**src/rtl/wdt_pkg.sv**
```systemverilog
package wdt_pkg;
  localparam int unsigned OFF_W = 12;
  localparam logic [OFF_W-1:0] OFF_RELOAD = 12'h000;
  localparam logic [OFF_W-1:0] OFF_COUNT  = 12'h004;
  localparam logic [OFF_W-1:0] OFF_CTRL   = 12'h008;
  localparam logic [OFF_W-1:0] OFF_CLEAR  = 12'h00C;
  localparam logic [OFF_W-1:0] OFF_RAW    = 12'h010;
  localparam logic [OFF_W-1:0] OFF_MASKED = 12'h014;
  localparam logic [OFF_W-1:0] OFF_TEST   = 12'h418;
  localparam logic [OFF_W-1:0] OFF_CAUSE  = 12'h41C;
  localparam logic [OFF_W-1:0] OFF_KEY    = 12'h C00;
  localparam logic [31:0] UNLOCK_KEY = 32'h1ACCE551;

  typedef struct packed {
    logic nmi_sel;
    logic rst_en;
    logic int_en;
  } ctrl_t;
endpackage

```
**src/rtl/wdt_regfile.sv**
```systemverilog
module wdt_regfile
  import wdt_pkg::*;
#(
  parameter int unsigned DATA_W = 32,
  parameter int unsigned ADDR_W = 12
) (
  input  logic              clk,
  input  logic              rst,
  input  logic              wr_en,
  input  logic [ADDR_W-1:0] addr,
  input  logic [DATA_W-1:0] wdata,
  output logic [DATA_W-1:0] reload_q,
  output ctrl_t             ctrl_q,
  output logic              stall_q,
  output logic              test_q,
  output logic              locked_q,
  output logic              load_pulse,
  output logic              clear_pulse
);
  logic wr_ok;
  logic hit_reload, hit_ctrl, hit_clear, hit_test, hit_key;

  assign hit_reload = (addr == ADDR_W'(OFF_RELOAD));
  assign hit_ctrl   = (addr == ADDR_W'(OFF_CTRL));
  assign hit_clear  = (addr == ADDR_W'(OFF_CLEAR));
  assign hit_test   = (addr == ADDR_W'(OFF_TEST));
  assign hit_key    = (addr == ADDR_W'(OFF_KEY));

  assign wr_ok       = wr_en && !locked_q;
  assign load_pulse  = wr_ok && hit_reload;
  assign clear_pulse = wr_ok && hit_clear;

  always_ff @(posedge clk) begin
    if (rst) begin
      reload_q <= '1;
      ctrl_q   <= '0;
      stall_q  <= 1'b0;
      test_q   <= 1'b0;
      locked_q <= 1'b0;
    end else begin
      if (load_pulse) reload_q <= wdata;
      if (wr_ok && hit_ctrl) begin
        ctrl_q.int_en  <= ctrl_q.int_en | wdata[0];
        ctrl_q.rst_en  <= wdata[1];
        ctrl_q.nmi_sel <= wdata[2];
      end
      if (wr_en && hit_test) begin
        test_q <= wdata[0];
        if (!locked_q) stall_q <= wdata[8];
      end
      if (wr_en && hit_key) locked_q <= (wdata != DATA_W'(UNLOCK_KEY));
    end
  end
endmodule

```
**src/rtl/wdt_core.sv**
```systemverilog
module wdt_core #(
  parameter int unsigned DATA_W = 32
) (
  input  logic              clk,
  input  logic              rst,
  input  logic              int_en,
  input  logic              rst_en,
  input  logic              test_q,
  input  logic              stall_q,
  input  logic              dbg_halt,
  input  logic              load_pulse,
  input  logic              clear_pulse,
  input  logic [DATA_W-1:0] load_data,
  input  logic [DATA_W-1:0] reload_q,
  output logic [DATA_W-1:0] count_q,
  output logic              raw_q,
  output logic              cause_rst_q,
  output logic              reset_req_q
);
  logic run;
  logic at_zero;

  assign run     = int_en && !(stall_q && dbg_halt);
  assign at_zero = (count_q == '0);

  always_ff @(posedge clk) begin
    if (rst) begin
      count_q     <= '1;
      raw_q       <= 1'b0;
      cause_rst_q <= 1'b0;
      reset_req_q <= 1'b0;
    end else begin
      reset_req_q <= 1'b0;
      if (load_pulse) begin
        count_q <= load_data;
        if (load_data == '0) raw_q <= 1'b1;
      end else if (clear_pulse) begin
        count_q     <= reload_q;
        raw_q       <= 1'b0;
        cause_rst_q <= 1'b0;
      end else if (run) begin
        if (at_zero) begin
          count_q <= reload_q;
          raw_q   <= 1'b1;
          if (raw_q && rst_en) begin
            if (test_q) cause_rst_q <= 1'b1;
            else        reset_req_q <= !reset_req_q;
          end
        end else begin
          count_q <= count_q - 1'b1;
        end
      end
    end
  end
endmodule

```
**src/rtl/wdt_readmux.sv**
```systemverilog
module wdt_readmux
  import wdt_pkg::*;
#(
  parameter int unsigned DATA_W = 32,
  parameter int unsigned ADDR_W = 12
) (
  input  logic              clk,
  input  logic              rst,
  input  logic [ADDR_W-1:0] addr,
  input  logic [DATA_W-1:0] reload_q,
  input  logic [DATA_W-1:0] count_q,
  input  ctrl_t             ctrl_q,
  input  logic              raw_q,
  input  logic              stall_q,
  input  logic              test_q,
  input  logic              cause_rst_q,
  input  logic              locked_q,
  output logic [DATA_W-1:0] rdata
);
  logic [DATA_W-1:0] sel;

  always_comb begin
    sel = '0;
    case (addr)
      ADDR_W'(OFF_RELOAD): sel = reload_q;
      ADDR_W'(OFF_COUNT):  sel = count_q;
      ADDR_W'(OFF_CTRL):   sel = DATA_W'(ctrl_q);
      ADDR_W'(OFF_RAW):    sel = DATA_W'(raw_q);
      ADDR_W'(OFF_MASKED): sel = DATA_W'(raw_q & ctrl_q.int_en);
      ADDR_W'(OFF_TEST):   sel = DATA_W'({stall_q, 7'b0, test_q});
      ADDR_W'(OFF_CAUSE):  sel = DATA_W'({cause_rst_q, raw_q});
      ADDR_W'(OFF_KEY):    sel = DATA_W'(locked_q);
      default:             sel = '0;
    endcase
  end

  always_ff @(posedge clk) begin
    if (rst) rdata <= '0;
    else     rdata <= sel;
  end
endmodule

```
**src/rtl/wdt_lockable.sv**
```systemverilog
module wdt_lockable
  import wdt_pkg::*;
#(
  parameter int unsigned DATA_W = 32,
  parameter int unsigned ADDR_W = 12
) (
  input  logic              clk,
  input  logic              rst,
  input  logic              wr_en,
  input  logic [ADDR_W-1:0] addr,
  input  logic [DATA_W-1:0] wdata,
  output logic [DATA_W-1:0] rdata,
  input  logic              dbg_halt,
  output logic              irq,
  output logic              nmi_flag,
  output logic              reset_req
);
  logic [DATA_W-1:0] reload_q;
  logic [DATA_W-1:0] count_q;
  ctrl_t             ctrl_q;
  logic              stall_q, test_q, locked_q;
  logic              load_pulse, clear_pulse;
  logic              raw_q, cause_rst_q;

  wdt_regfile #(.DATA_W(DATA_W), .ADDR_W(ADDR_W)) u_regs (
    .clk(clk), .rst(rst), .wr_en(wr_en), .addr(addr), .wdata(wdata),
    .reload_q(reload_q), .ctrl_q(ctrl_q), .stall_q(stall_q),
    .test_q(test_q), .locked_q(locked_q),
    .load_pulse(load_pulse), .clear_pulse(clear_pulse)
  );

  wdt_core #(.DATA_W(DATA_W)) u_core (
    .clk(clk), .rst(rst), .int_en(ctrl_q.int_en), .rst_en(ctrl_q.rst_en),
    .test_q(test_q), .stall_q(stall_q), .dbg_halt(dbg_halt),
    .load_pulse(load_pulse), .clear_pulse(clear_pulse),
    .load_data(wdata), .reload_q(reload_q),
    .count_q(count_q), .raw_q(raw_q), .cause_rst_q(cause_rst_q),
    .reset_req_q(reset_req)
  );

  wdt_readmux #(.DATA_W(DATA_W), .ADDR_W(ADDR_W)) u_rd (
    .clk(clk), .rst(rst), .addr(addr), .reload_q(reload_q),
    .count_q(count_q), .ctrl_q(ctrl_q), .raw_q(raw_q),
    .stall_q(stall_q), .test_q(test_q), .cause_rst_q(cause_rst_q),
    .locked_q(locked_q), .rdata(rdata)
  );

  assign irq      = raw_q & ctrl_q.int_en;
  assign nmi_flag = ctrl_q.nmi_sel;
endmodule

```
**config.mk**
```make
export PLATFORM = sky130hd
export DESIGN_NAME = wdt_lockable
export DESIGN_NICKNAME = d
export VERILOG_FILES = /design/src/rtl/wdt_pkg.sv /design/src/rtl/wdt_regfile.sv /design/src/rtl/wdt_core.sv /design/src/rtl/wdt_readmux.sv /design/src/rtl/wdt_lockable.sv
export SDC_FILE = /design/constraint.sdc
export NUM_CORES = 1
export LEC_CHECK = 0
export CAP_MARGIN = 10
export CORE_MARGIN = 8
export CORE_UTILIZATION = 48
export CTS_CLUSTER_SIZE = 14
export DETAILED_ROUTE_END_ITERATION = 8
export GPL_TIMING_DRIVEN = 1
export PLACE_DENSITY = 0.75
export SLEW_MARGIN = 20
export SYNTH_ARGS = -nofsm -noshare
export SYNTH_HDL_FRONTEND = slang
export SYNTH_SLANG_ARGS = --single-unit
```
**constraint.sdc**
```tcl
create_clock -name clk -period 2.1 [get_ports clk]
set_clock_uncertainty 0.1 [all_clocks]
set_input_delay 0.42 -clock clk [delete_from_list [all_inputs] [get_ports clk]]
set_output_delay 0.42 -clock clk [all_outputs]
set_load 0.05 [all_outputs]
```
==> results of run 1 <==
critical path, cell delays in order, from the launching register on:
cell and delay, ns:
sky130_fd_sc_hd__dfxtp_1 0.38, sky130_fd_sc_hd__nor3_1 0.37, sky130_fd_sc_hd__nand2_1 0.36, sky130_fd_sc_hd__nor4_2 0.41, sky130_fd_sc_hd__xor2_1 0.11, sky130_fd_sc_hd__a221o_1 0.33
cells in the final DEF, fill, tap and decap left out, types with 4 or more instances in the layout:
| cell type | instances |
|---|---|
| sky130_fd_sc_hd__a21oi_2 | 8 |
| sky130_fd_sc_hd__dfxtp_2 | 5 |
| sky130_fd_sc_hd__nor3_2 | 6 |
| sky130_fd_sc_hd__nor3_4 | 4 |
| sky130_fd_sc_hd__nor4_4 | 6 |
| sky130_fd_sc_hd__clkdlybuf4s50_1 | 68 |
| sky130_fd_sc_hd__xnor2_1 | 25 |
| sky130_fd_sc_hd__o21ai_0 | 32 |
| sky130_fd_sc_hd__dlymetal6s2s_1 | 5 |
| sky130_fd_sc_hd__nand4_1 | 11 |
| sky130_fd_sc_hd__nor4_2 | 8 |
| sky130_fd_sc_hd__nor4_1 | 9 |
| sky130_fd_sc_hd__nand3_1 | 11 |
| sky130_fd_sc_hd__buf_4 | 108 |
| sky130_fd_sc_hd__a221o_1 | 31 |
| sky130_fd_sc_hd__xor2_1 | 4 |
| sky130_fd_sc_hd__nor2_1 | 49 |
| sky130_fd_sc_hd__inv_1 | 31 |
| sky130_fd_sc_hd__nand2_1 | 82 |
| sky130_fd_sc_hd__a21oi_1 | 27 |
| sky130_fd_sc_hd__dlygate4sd2_1 | 6 |
| sky130_fd_sc_hd__dfxtp_1 | 100 |
| sky130_fd_sc_hd__a22oi_1 | 29 |
| sky130_fd_sc_hd__nor3_1 | 15 |
| sky130_fd_sc_hd__clkbuf_8 | 9 |
| sky130_fd_sc_hd__buf_12 | 8 |
| sky130_fd_sc_hd__buf_6 | 9 |
logic make-up (layout without fill, tap and decap cells):
kind of cell	after synthesis	in the layout	share of synthesized area [%]
compound gates	148	148	20.8
xor+xnor	29	29	5.14
fa+ha+maj	2	2	0.507
buf+inv	68	256	5.98
flops	105	105	42.6
mux	2	2	0.405
simple gates	233	233	24.6
worst max-delay path by stage:
| stage | startpoint | endpoint | slack, ns | cells after the start |
|---|---|---|---|---|
| 3_3_place_gp | addr[3] | u_core.count_q[26] | -0.43 | 7 |
| 5_1_grt | u_core.count_q[10] | u_core.count_q[24] | -0.14 | 7 |
| 2_1_floorplan | addr[1] | u_core.count_q[6] | 0.05 | 6 |
| 4_1_cts | addr[11] | u_core.count_q[2] | 0.003 | 8 |
| 3_5_place_dp | addr[1] | u_core.count_q[2] | -0.51 | 7 |
| 6_report | u_core.count_q[18] | u_core.count_q[30] | -0.08 | 5 |
flip-flops by register name (all words and copies together) (netlist names):
register / count
u_core.cause_rst_q: 1
u_rd.rdata: 32
u_regs.locked_q: 1
u_regs.reload_q: 32
u_regs.ctrl_q: 3
u_core.raw_q: 1
u_regs.stall_q: 1
u_core.count_q: 32
u_core.reset_req_q: 1
u_regs.test_q: 1
routing by layer:
layer	up-vias	global-route usage, %	wire, um
met5	-	0	0
met4	0	11.1	654
met3	74	3.98	1530
met2	313	41.9	8940
met1	2654	29.8	7030
li1	2494	-	-
repair_timing:
item                       in CTS  in global routing
pin swaps                      10                 14
gates resized for setup        55                 33
gates cloned                    5                  2
setup buffers                   7                  3
setup endpoints to repair      34                 39
cell type report:
| cell class | instances | share of cell area [%] |
|---|---|---|
| multi-input combinational | 414 | 38.5 |
| sequential | 105 | 28.4 |
| timing repair buffer | 207 | 26.3 |
| tap | 136 | 2.29 |
| clock buffer | 9 | 1.67 |
| inverter | 33 | 1.67 |
| clock inverter | 7 | 1.16 |
power groups by stage:
stage | clock network [mW] | logic, mW | registers (mW)
after floorplan | 0 | 0.0642 | 2.04
after global placement | 0 | 0.245 | 2.04
after detailed placement | 0 | 0.248 | 2.04
after CTS | 1.35 | 0.258 | 1.99
after global routing | 1.44 | 0.281 | 1.99
final | 1.34 | 0.267 | 1.99
==> reports/results.txt, run 1 <==
The horizontal die dimension was 117 um; the number of ports placed on the die boundary was 83. After synthesis the cells add up to 4940 sq um. The predominant post-synthesis flop cell is sky130_fd_sc_hd__dfxtp_1. Summing all multi-input logic gate instances after layout gives 2860 sq um. In this run, flip-flops and latches consume 55.3% of the power. STA classifies the critical path startpoint as a flop. Across the run, the number of max-cap violations was 0.

The worst reg2reg path startpoint is u_core.count_q[18]. Leakage power: 3.18 nW. Clock-pin slew was measured on the worst setup and hold paths at 0.11 ns.

The tools report the clock root buffer as sky130_fd_sc_hd__clkbuf_8. End of the worst register-to-register path: u_core.count_q[30]. The path with the worst hold slack has its endpoint at u_core.reset_req_q. During synthesis, Yosys emitted a total of 0 warnings. After floorplanning, the core was divided into 37 placement rows. Setup violations remaining at the end of the flow were counted as 33. Combinational cells account for 7.4% of the total power.

The start-to-end type of the worst setup path is reg2reg. The net count of the finished layout is 820. Of all nets on the critical path, the largest fanout is 6.

The minimum setup slack after placement was -0.509 ns. Cells with a size suffix above 1 make up 26.5% of the layout. The die area is 13800 sq um. Once placement finished, the instance area stood at 6680 sq um.

TritonCTS built the clock tree. The type of element capturing the critical path was a flop. Counting along the longest clock path gives a buffer depth of 2. After detailed routing, the average wire length per cell comes to 19.9 um. TritonCTS created 9 clock buffers. Counting instances in the post-synthesis netlist gives the leading cell types as sky130_fd_sc_hd__dfxtp_1 (105), sky130_fd_sc_hd__nand2_1 (82), sky130_fd_sc_hd__nor2_1 (50). In the finished design, the share of the clock period the worst path needs comes to 104%. The min-delay analysis places its worst path in the category reg2reg.

Counting flops with an async set or reset pin after synthesis yields a share of 0%. Measured in cells, the most critical reg-to-reg path has a length of 5. The run gives 5535 as the total number of vias. For this run, the register share of the synthesized area comes to 42.6%.

The routability-driven placement congestion ratio was 0.905; the wire length of the first global-routing pass was 28000 um. The vertical extent of the die was 117 um; the number of library cell types mapped by synthesis was 51. The post-detailed-route via-to-cell ratio is 6.08, and the number of search-and-repair iterations in the first detailed-routing pass is 6.

After routing the design area is 7420 sq um. Maximum number of pins on one net before global-route repair: 43. Buffers placed on the I/O ports in this run total 82.

The starting density of the core is 48.7%. The tools report the count of unresolved DRC violations after routing as 0. Clock latency on the worst-skew pair, taken at its later pin, is 0.38 ns. The first-iteration detailed-routing DRC count was 559; the worst hold slack after final layout was 0.355 ns.

The run gives 637 as the synthesized net count. The area share of the leading cell type in the synthesized netlist is 42.6%. The slew at the pin with the worst max-slew slack is 0.512 ns, and the number of buffers inserted by hold repair at cts is 0.

The tools report the total grt overflow as 0. CTS built an H-tree with a depth of 3. The post-synthesis instance total came out at 587. Counting flops and latches in the post-synthesis netlist gives 105.

Cells fill 73.1% of the core in the end. The fraction of power spent switching nets is 24.6%, and the number of hold-slack violations in the final timing report is 0. Yosys attributes the largest share of cell area to sky130_fd_sc_hd__dfxtp_1 (43%), sky130_fd_sc_hd__a221o_1 (6.3%), sky130_fd_sc_hd__nand2_1 (6.2%), sky130_fd_sc_hd__xnor2_1 (4.4%), sky130_fd_sc_hd__a22oi_1 (4.4%). Setup repair after global routing could not meet its margin everywhere. The startpoint of the most critical hold path was u_core.reset_req_q. The dominant cell type by area after synthesis was sky130_fd_sc_hd__dfxtp_1. Setup total negative slack on the finished layout was measured at -1.53 ns. The core region is 10100 sq um. The arrival time of the worst setup path was 2.35 ns.

The number of antenna violations at the first check in global routing was 0; the net switching power of the design was 0.887 mW. For the post-layout instance count excluding filler cells, the log shows 911. For the worst setup path, the data required time is 2.26 ns.

The final count of pins violating max slew was 0. For the number of clock sinks, the log shows 105. Once detail routing completed, the nets flagged for antenna violations numbered 0. For the setup slack after layout, the log shows -0.0826 ns. For flop-to-flop paths, the worst setup slack is -0.08 ns. Overall fraction of global-route tracks in use: 24.6%. Power spread over the standard cell area amounts to 485 nW/um^2. The number of stages on the worst hold path is 1, and the area taken by flip-flops and latches is 2110 sq um. The final antenna diode count is 0, and the number of enable-type register cells in the synthesized netlist is 0. The worst voltage drop across the vdd grid is 421 uV, and the area overhead of the layout relative to synthesis is 50.1%. For the number of cells in the design after placement, the log shows 879. Counting the fill cells in the layout gives 714. In the post-synthesis netlist, the cell with the most instances is sky130_fd_sc_hd__dfxtp_1. The clock period minus final worst setup slack is 2.18 ns, and the final HPWL from detailed placement is 12200 um. The total wire length after detailed routing was 18200 um. The share of total power in the clock network came out at 37.3%. The run gives 3.60 mW as the final total power. The final reports fail on negative setup slack. Derived from the worst setup path, the maximum achievable clock frequency is 458 MHz.

The run finished, with violations left. Each instance of the synthesized netlist takes up on average 8.42 sq um. The cell-internal power is 2.71 mW.

The logs give 65.8% for the normalized max-slew margin and 5490 for the number of global-route vias before repair.
No activity file was read; power rests on OpenSTA's default activity.
==> run 2: changes to the inputs <==
--- a/config.mk
+++ b/config.mk
@@ -7,11 +7,12 @@
 export LEC_CHECK = 0
 export CAP_MARGIN = 10
 export CORE_MARGIN = 8
-export CORE_UTILIZATION = 48
+export CORE_UTILIZATION = 50
+export CTS_BUF_LIST = sky130_fd_sc_hd__clkbuf_2 sky130_fd_sc_hd__clkbuf_4 sky130_fd_sc_hd__clkbuf_8
 export CTS_CLUSTER_SIZE = 14
 export DETAILED_ROUTE_END_ITERATION = 8
 export GPL_TIMING_DRIVEN = 1
-export PLACE_DENSITY = 0.75
+export PLACE_DENSITY = 0.78
 export SLEW_MARGIN = 20
 export SYNTH_ARGS = -nofsm -noshare
 export SYNTH_HDL_FRONTEND = slang
==> reports/results.txt, run 2 (synthesized netlist as in run 1, its figures left out) <==
The cell area after placement was 6610 sq um (-1.1%). The final setup violation count is 34 (+3.0%), and the clock-pin slew reported for the worst setup and hold paths after clock tree synthesis is 0.11 ns (about the same). The number of search-and-repair iterations in the first detailed-routing pass is 6 (unchanged), and the number of global-route vias before repair is 5533 (+0.78%). The run gives -0.136 ns (-0.0536 ns) as the setup slack after layout. The most common cell after layout, fill and taps aside was sky130_fd_sc_hd__buf_4.

In the final layout, the registers with the most flip-flops are u_core.count_q x32, u_rd.rdata x32, u_regs.reload_q x32. The tools report the clock root buffer as sky130_fd_sc_hd__clkbuf_8. The count of buffering cells on the critical path with inverters included came out at 4 (+4). The total grt overflow is 0 (unchanged), and the number of buffers added on ports is 82 (unchanged). The tools report the overall fraction of global-route tracks in use as 26.8% (+2.2 points). The tools report the total number of vias as 5616 (+1.5%). The signal on the critical path passes through inv_2 > ha_4 > nor4b_4 > buf_4 > nand4_1 > buf_4 > nor3_4 > nor2_4 > buf_12 > a221o_1. The horizontal die dimension is 115 um (-1.7%), and the register-to-register path setup slack is -0.14 ns (-0.05 ns). The tools report the number of rows in the core area as 36 (-2.7%).

The number of inserted filler cells in the final layout is 702 (-1.7%), and the logic gate share of total power is 7.4% (about the same). The kind of start point of the critical path was a flop. The clock period minus final worst setup slack came out at 2.24 ns (+0.0536 ns). The run finished, with violations left.

The run gives 43 (unchanged) as the maximum number of pins on one net before global-route repair. The arrival time of the worst setup path was 2.42 ns (+0.07 ns); the worst voltage drop across the vdd grid was 303 uV (-28%). The logs give 3.06 nW (-3.8%) for the leakage power and 0 (unchanged) for the number of hold-slack violations in the final timing report.

The tools report the share of total power in the clock network as 35.5% (-1.8 points). The starting density of the core came out at 51.0% (+2.3 points). The logs give 13300 sq um (-3.5%) for the die area and 3 (unchanged) for the number of levels in the clock H-tree. Normalized max-slew margin: 65.0% (-0.76 points). The maximum fanout encountered on the critical timing path is 8 (+2), and the net count reported at finish is 817 (-0.37%). The type of element capturing the critical path is a flop. The area overhead of the layout relative to synthesis was 45.7%. Among all stages on the critical path, the largest delay is contributed by sky130_fd_sc_hd__dfxtp_2. The run gives 27800 um (-0.96%) as the wire length of the first global-routing pass. The slew at the pin with the worst max-slew slack works out to 0.523 ns (+0.0113 ns). The most numerous cell type found on the critical path is sky130_fd_sc_hd__buf_4. The final reports fail on negative setup slack. The logs give 2 (unchanged) for the maximum count of clock buffers along a single path and 0 (unchanged) for the count of max-cap constraint violations.

The final standard cell area without fillers was 7200 sq um (-3.0%); the post-detailed-route via-to-cell ratio was 6.20 (+2.0%). The final routed wire length divided by cell count was 20.5 um (+2.7%). The run gives 3.49 mW (-3.1%) as the final total power. Maximum clock rate: 447 MHz (-2.4%). The run gives 0 (unchanged) as the number of nets with antenna violations after detailed routing. The endpoint required time on the critical path was 2.28 ns (+0.02 ns); the minimum setup slack after placement was -0.540 ns (-0.0314 ns).

The ratio of final minimum period to clock period works out to 106% (+2.6 points). The run gives 2700 sq um (-5.4%) as the total area of multi-input combinational cells. The tools report the final count of pins violating max slew as 0 (unchanged). Fraction of power spent switching nets: 25.6% (+0.99 points). For the clock network latency to the later pin of the worst-skew pair, the log shows 0.39 ns (about the same). The cell-internal power is 2.59 mW (-4.4%). The critical path is of the reg2reg type.

The floorplan core area was 9680 sq um (-4.5%); the vertical extent of the die was 115 um (-1.7%). The worst min-delay path category was reg2reg. The number of antenna violations at the first check in global routing came out at 1 (+1). The net switching power of the design is 0.894 mW (+0.80%), and the number of buffers created by CTS is 9 (unchanged). TritonCTS built the clock tree. In the layout the commonest cells are sky130_fd_sc_hd__buf_4 (104), sky130_fd_sc_hd__dfxtp_1 (103), sky130_fd_sc_hd__nand2_1 (81), sky130_fd_sc_hd__clkdlybuf4s50_1 (74), sky130_fd_sc_hd__nor2_1 (49).

The count of unresolved DRC violations after routing was 0 (unchanged); the power density normalized to cell area was 484 nW/um^2 (-0.15%). For the sequential fraction of design power, the log shows 57.1% (+1.8 points). The final HPWL from detailed placement is 12500 um (+2.7%).

The critical path's largest stage delay was 0.34 ns (-0.07 ns). Setup repair after global routing could not meet its margin everywhere. The run gives 83 (unchanged) as the number of ports placed on the die boundary. First-iteration detailed-routing DRC count: 552 (-1.3%). The family of cells with the greatest summed delay on the critical path is simple AND/OR/NAND/NOR gates. The run gives 0.897 (-0.96%) as the routability-driven placement congestion ratio. Total wire length after detailed routing: 18500 um (+2.1%).

The layout cell share with drive strength beyond 1 came out at 23.2% (-3.3 points). The logs give 105 (unchanged) for the number of clock sinks and 2100 sq um (-0.18%) for the area taken by flip-flops and latches.
==> run 2: worst reg2reg max path, stage by stage (launching register included) <==
cell and delay (ns):
sky130_fd_sc_hd__dfxtp_2 0.34, sky130_fd_sc_hd__inv_2 0.07, sky130_fd_sc_hd__ha_4 0.12, sky130_fd_sc_hd__nor4b_4 0.23, sky130_fd_sc_hd__buf_4 0.16, sky130_fd_sc_hd__nand4_1 0.14, sky130_fd_sc_hd__buf_4 0.20, sky130_fd_sc_hd__nor3_4 0.17
sky130_fd_sc_hd__nor2_4 0.10, sky130_fd_sc_hd__buf_12 0.17, sky130_fd_sc_hd__a221o_1 0.33
==> run 2: worst paths after layout <==
path | endpoint | cells after the start | start
setup / recovery | u_core.count_q[30] | 10 | u_core.count_q[1]
hold / removal | u_regs.reload_q[21] | 2 | u_regs.reload_q[21]
setup reg to reg | u_core.count_q[30] | 10 | u_core.count_q[1]
hold reg to reg | u_regs.reload_q[21] | 2 | u_regs.reload_q[21]
==> run 2: timing repair <==
item / CTS / global route
setup endpoints to repair: 36 / 65
gates resized for setup: 30 / 17
gates cloned: 5 / 3
pin swaps: 8 / 12
hold buffers: 0 / 0
buffers inserted: 8 / 4
==> run 2: cell type report <==
type | count | share of cell area (%)
timing repair buffer | 204 | 26.6
inverter | 33 | 1.72
clock inverter | 6 | 0.695
sequential | 105 | 29.2
tap | 133 | 2.31
multi-input combinational | 414 | 37.5
antenna | 1 | 0.0348
clock buffer | 10 | 1.83
==> run 2: metal layers <==
metal	up-vias	global-route usage, %	part of all wire [%]	wire (um)
li1	2489	-	-	-
met1	2658	30.3	36	6670
met2	371	45.5	48	8990
met3	98	6.04	10	1860
met4	0	15.5	5.5	1020
met5	-	0	0	0
==> run 2: power groups by stage <==
stage	Clock, mW	Sequential [mW]	Combinational (mW)
2_1_floorplan	0	2.04	0.0642
3_3_place_gp	0	2.04	0.243
3_5_place_dp	0	2.04	0.245
4_1_cts	1.25	1.99	0.248
5_1_grt	1.31	1.99	0.270
6_report	1.24	1.99	0.258
==> run 2: metrics by stage <==
step / hold WS, ns / utilization [%] / instances / TNS [ns]
after floorplan: 0.335 / - / 587 / 0
after global placement: 0.342 / 68.3 / 870 / -31.26
after detailed placement: 0.354 / 68.3 / 870 / -31.56
after CTS: 0.370 / 72.9 / 898 / -1.73
after global routing: 0.398 / 74.3 / 905 / -5.93
final: 0.370 / 74.3 / 906 / -3.61
==> run 3: changes to the inputs <==
--- a/config.mk
+++ b/config.mk
@@ -6,14 +6,16 @@
 export NUM_CORES = 1
 export LEC_CHECK = 0
 export CAP_MARGIN = 10
+export CELL_PAD_IN_SITES_DETAIL_PLACEMENT = 1
+export CELL_PAD_IN_SITES_GLOBAL_PLACEMENT = 1
 export CORE_MARGIN = 8
-export CORE_UTILIZATION = 50
+export CORE_UTILIZATION = 37
 export CTS_BUF_LIST = sky130_fd_sc_hd__clkbuf_2 sky130_fd_sc_hd__clkbuf_4 sky130_fd_sc_hd__clkbuf_8
 export CTS_CLUSTER_SIZE = 14
 export DETAILED_ROUTE_END_ITERATION = 8
 export GPL_TIMING_DRIVEN = 1
-export PLACE_DENSITY = 0.78
-export SLEW_MARGIN = 20
+export PLACE_DENSITY = 0.77
+export SLEW_MARGIN = 30
 export SYNTH_ARGS = -nofsm -noshare
 export SYNTH_HDL_FRONTEND = slang
 export SYNTH_SLANG_ARGS = --single-unit
==> reports/results.txt, run 3 (synthesized netlist as in run 1, its figures left out) <==
Number of clock sinks: 105 (unchanged). Post-layout instance count excluding filler cells: 935 (+3.2%). STA classifies the critical path endpoint as a flop.

The fraction of power spent switching nets came out at 23.8% (-1.8 points). Setup repair after global routing could not meet its margin everywhere. Worst hold slack after final layout: 0.369 ns (-0.00114 ns).

The tools report the sequential fraction of design power as 55.9% (-1.2 points). Logic gate share of total power: 7.7% (+0.3 points). The cell with the biggest individual delay on the critical path was sky130_fd_sc_hd__dfxtp_2.

The routability-driven placement congestion ratio is 0.881 (-1.7%), and the cell-internal power is 2.71 mW (+4.5%). The total wire length after detailed routing is 19800 um (+6.9%). The number of levels in the clock H-tree came out at 3 (unchanged). STA classifies the critical path startpoint as a flop. The final reports fail on negative setup slack. The run gives 450 uV (+49%) as the worst voltage drop across the vdd grid.

The power density normalized to cell area is 495 nW/um^2 (+2.2%), and the number of global-route vias before repair is 5925 (+7.1%). For the final setup violation count, the log shows 32 (-5.9%). The wire length of the first global-routing pass was 31500 um (+14%). The number of buffers created by CTS is 9 (unchanged).

The flow ran to the end, but the final reports show violations. The start-to-end type of the worst setup path was reg2reg. The logs give 0 (unchanged) for the number of hold-slack violations in the final timing report and 37.6% (-13 points) for the starting density of the core. TritonCTS built the clock tree. The tree is rooted in a sky130_fd_sc_hd__clkbuf_8. The maximum count of clock buffers along a single path was 2 (unchanged); the final count of pins violating max slew was 0 (unchanged).

For the number of ports placed on the die boundary, the log shows 83 (unchanged). For the final HPWL from detailed placement, the log shows 14400 um (+15%). The final antenna diode count is 0 (-1).

The logs give 54.7% (-20 points) for the utilization of the core after routing and 36.4% (+0.9 points) for the share of total power in the clock network. The clock period minus final worst setup slack works out to 2.17 ns (-0.0667 ns). The setup slack after layout is -0.0695 ns (+0.0667 ns), and the die area is 17300 sq um (+30%). Maximum fanout encountered on the critical timing path: 14 (+6).

The count of buffering cells on the critical path with inverters included is 3 (-1). In the final layout, the registers with the most flip-flops are u_core.count_q x32, u_rd.rdata x32, u_regs.reload_q x32. The family of cells with the greatest summed delay on the critical path is simple AND/OR/NAND/NOR gates. The run gives 0 (unchanged) as the count of max-cap constraint violations. The worst min-delay path category was reg2reg. The logs give 64.4% (-0.60 points) for the normalized max-slew margin and 2.28 ns (about the same) for the endpoint required time on the critical path.

For the total grt overflow, the log shows 0 (unchanged). The post-detailed-route via-to-cell ratio works out to 5.69 (-8.1%). The overall fraction of global-route tracks in use came out at 22.5% (-4.3 points). The tools report the first-iteration detailed-routing DRC count as 338 (-39%). For the number of buffers inserted by hold repair at cts, the log shows 0 (unchanged).

The maximum clock rate came out at 461 MHz (+3.1%). Total number of vias: 5324 (-5.2%). The number of buffers added on ports is 82 (unchanged). The area growth from synthesis to layout is 45.5%. The signal on the critical path passes through inv_4 > ha_4 > nor4b_4 > buf_4 > nand4_1 > nor3_4 > nor2_2 > buf_6 > a221o_1. The arrival time of the worst setup path was 2.35 ns (-0.07 ns). The final routed wire length divided by cell count was 21.2 um (+3.6%); the leakage power was 3.03 nW (-1.2%). The number of nets with antenna violations after detailed routing was 0 (unchanged). The most common cell after layout, fill and taps aside was sky130_fd_sc_hd__dfxtp_1. The count of unresolved DRC violations after routing was 0 (unchanged). The number of rows in the core area is 42 (+17%). The clock-pin slew reported for the worst setup and hold paths after clock tree synthesis came out at 0.11 ns (about the same).

The maximum number of pins on one net before global-route repair was 43 (unchanged). The layout cell share with drive strength beyond 1 was 23.3% (+0.13 points); the net count reported at finish was 805 (-1.5%). For the clock network latency to the later pin of the worst-skew pair, the log shows 0.41 ns (+0.02 ns). The tools report the number of search-and-repair iterations in the first detailed-routing pass as 5 (-1). Leaving out fill and tap cells, the most frequent cells in the layout are sky130_fd_sc_hd__dfxtp_1 (102), sky130_fd_sc_hd__buf_4 (98), sky130_fd_sc_hd__nand2_1 (81), sky130_fd_sc_hd__clkdlybuf4s50_1 (76), sky130_fd_sc_hd__nor2_1 (48). The net switching power of the design was 0.846 mW (-5.3%); the slew at the pin with the worst max-slew slack was 0.533 ns (+0.00983 ns). The number of cells in the design after placement was 915 (+5.2%). The horizontal die dimension was 132 um (+14%). The critical path's largest stage delay was 0.35 ns (about the same). The ratio of final minimum period to clock period came out at 103% (-3.2 points). Number of antenna violations at the first check in global routing: 0 (-1).

For the floorplan core area, the log shows 13100 sq um (+36%). Vertical extent of the die: 132 um (+14%).
run 3: power groups by stage:
stage | clock network, mW | registers, mW | logic, mW
after floorplan | 0 | 2.04 | 0.0642
after global placement | 0 | 2.04 | 0.250
after detailed placement | 0 | 2.04 | 0.256
after CTS | 1.32 | 1.99 | 0.265
after global routing | 1.38 | 1.99 | 0.288
final | 1.29 | 1.99 | 0.274
run 3: metrics by stage:
step | setup slack [ns] | area, sq um | total power [mW] | TNS [ns]
floorplan | 0.0491 | 4950 | 2.10 | 0
global placement | -0.459 | 6670 | 2.29 | -33.42
finish | -0.0695 | 7190 | 3.56 | -1.45
detailed placement | -0.595 | 6670 | 2.29 | -40.71
global route | -0.137 | 7190 | 3.66 | -3.68
CTS | -0.0300 | 7080 | 3.57 | -0.270
run 3: area by class of cell:
type	count	area [sq um]
clock buffers	10	138
clock inverters	5	56.3
fillers	1579	5950
inverters	33	126
multi-input cells	414	2790
flip-flops and latches	105	2110
well taps	176	220
repair buffers	192	1750
run 3: final timing paths:
check / slack, ns / cells past startpoint / end / start
worst max-delay path: -0.07 / 9 / u_core.count_q[10] / u_core.count_q[0]
worst min-delay path: 0.37 / 2 / u_regs.reload_q[12] / u_regs.reload_q[12]
worst max register to register: -0.07 / 9 / u_core.count_q[10] / u_core.count_q[0]
worst min register to register: 0.37 / 2 / u_regs.reload_q[12] / u_regs.reload_q[12]
run 3: tightest hold or removal path, stage by stage, from the launching register on:
cell	delay (ns)
sky130_fd_sc_hd__dfxtp_1	0.33
sky130_fd_sc_hd__nand2_1	0.06
sky130_fd_sc_hd__nand2_1	0.05
run 3: routing by layer:
| metal | GRT usage (%) | up-vias | part of all wire, % |
|---|---|---|---|
| met1 | 24.6 | 2648 | 40 |
| met3 | 6.02 | 61 | 5.1 |
| met5 | 0 | - | 0 |
| met2 | 39.4 | 168 | 51 |
| li1 | - | 2447 | - |
| met4 | 11.3 | 0 | 3.7 |
run 3: timing repair:
action	in CTS	in global routing
setup buffers	5	0
gates resized for setup	36	25
pin swaps	9	6
endpoints found under the setup margin	42	54
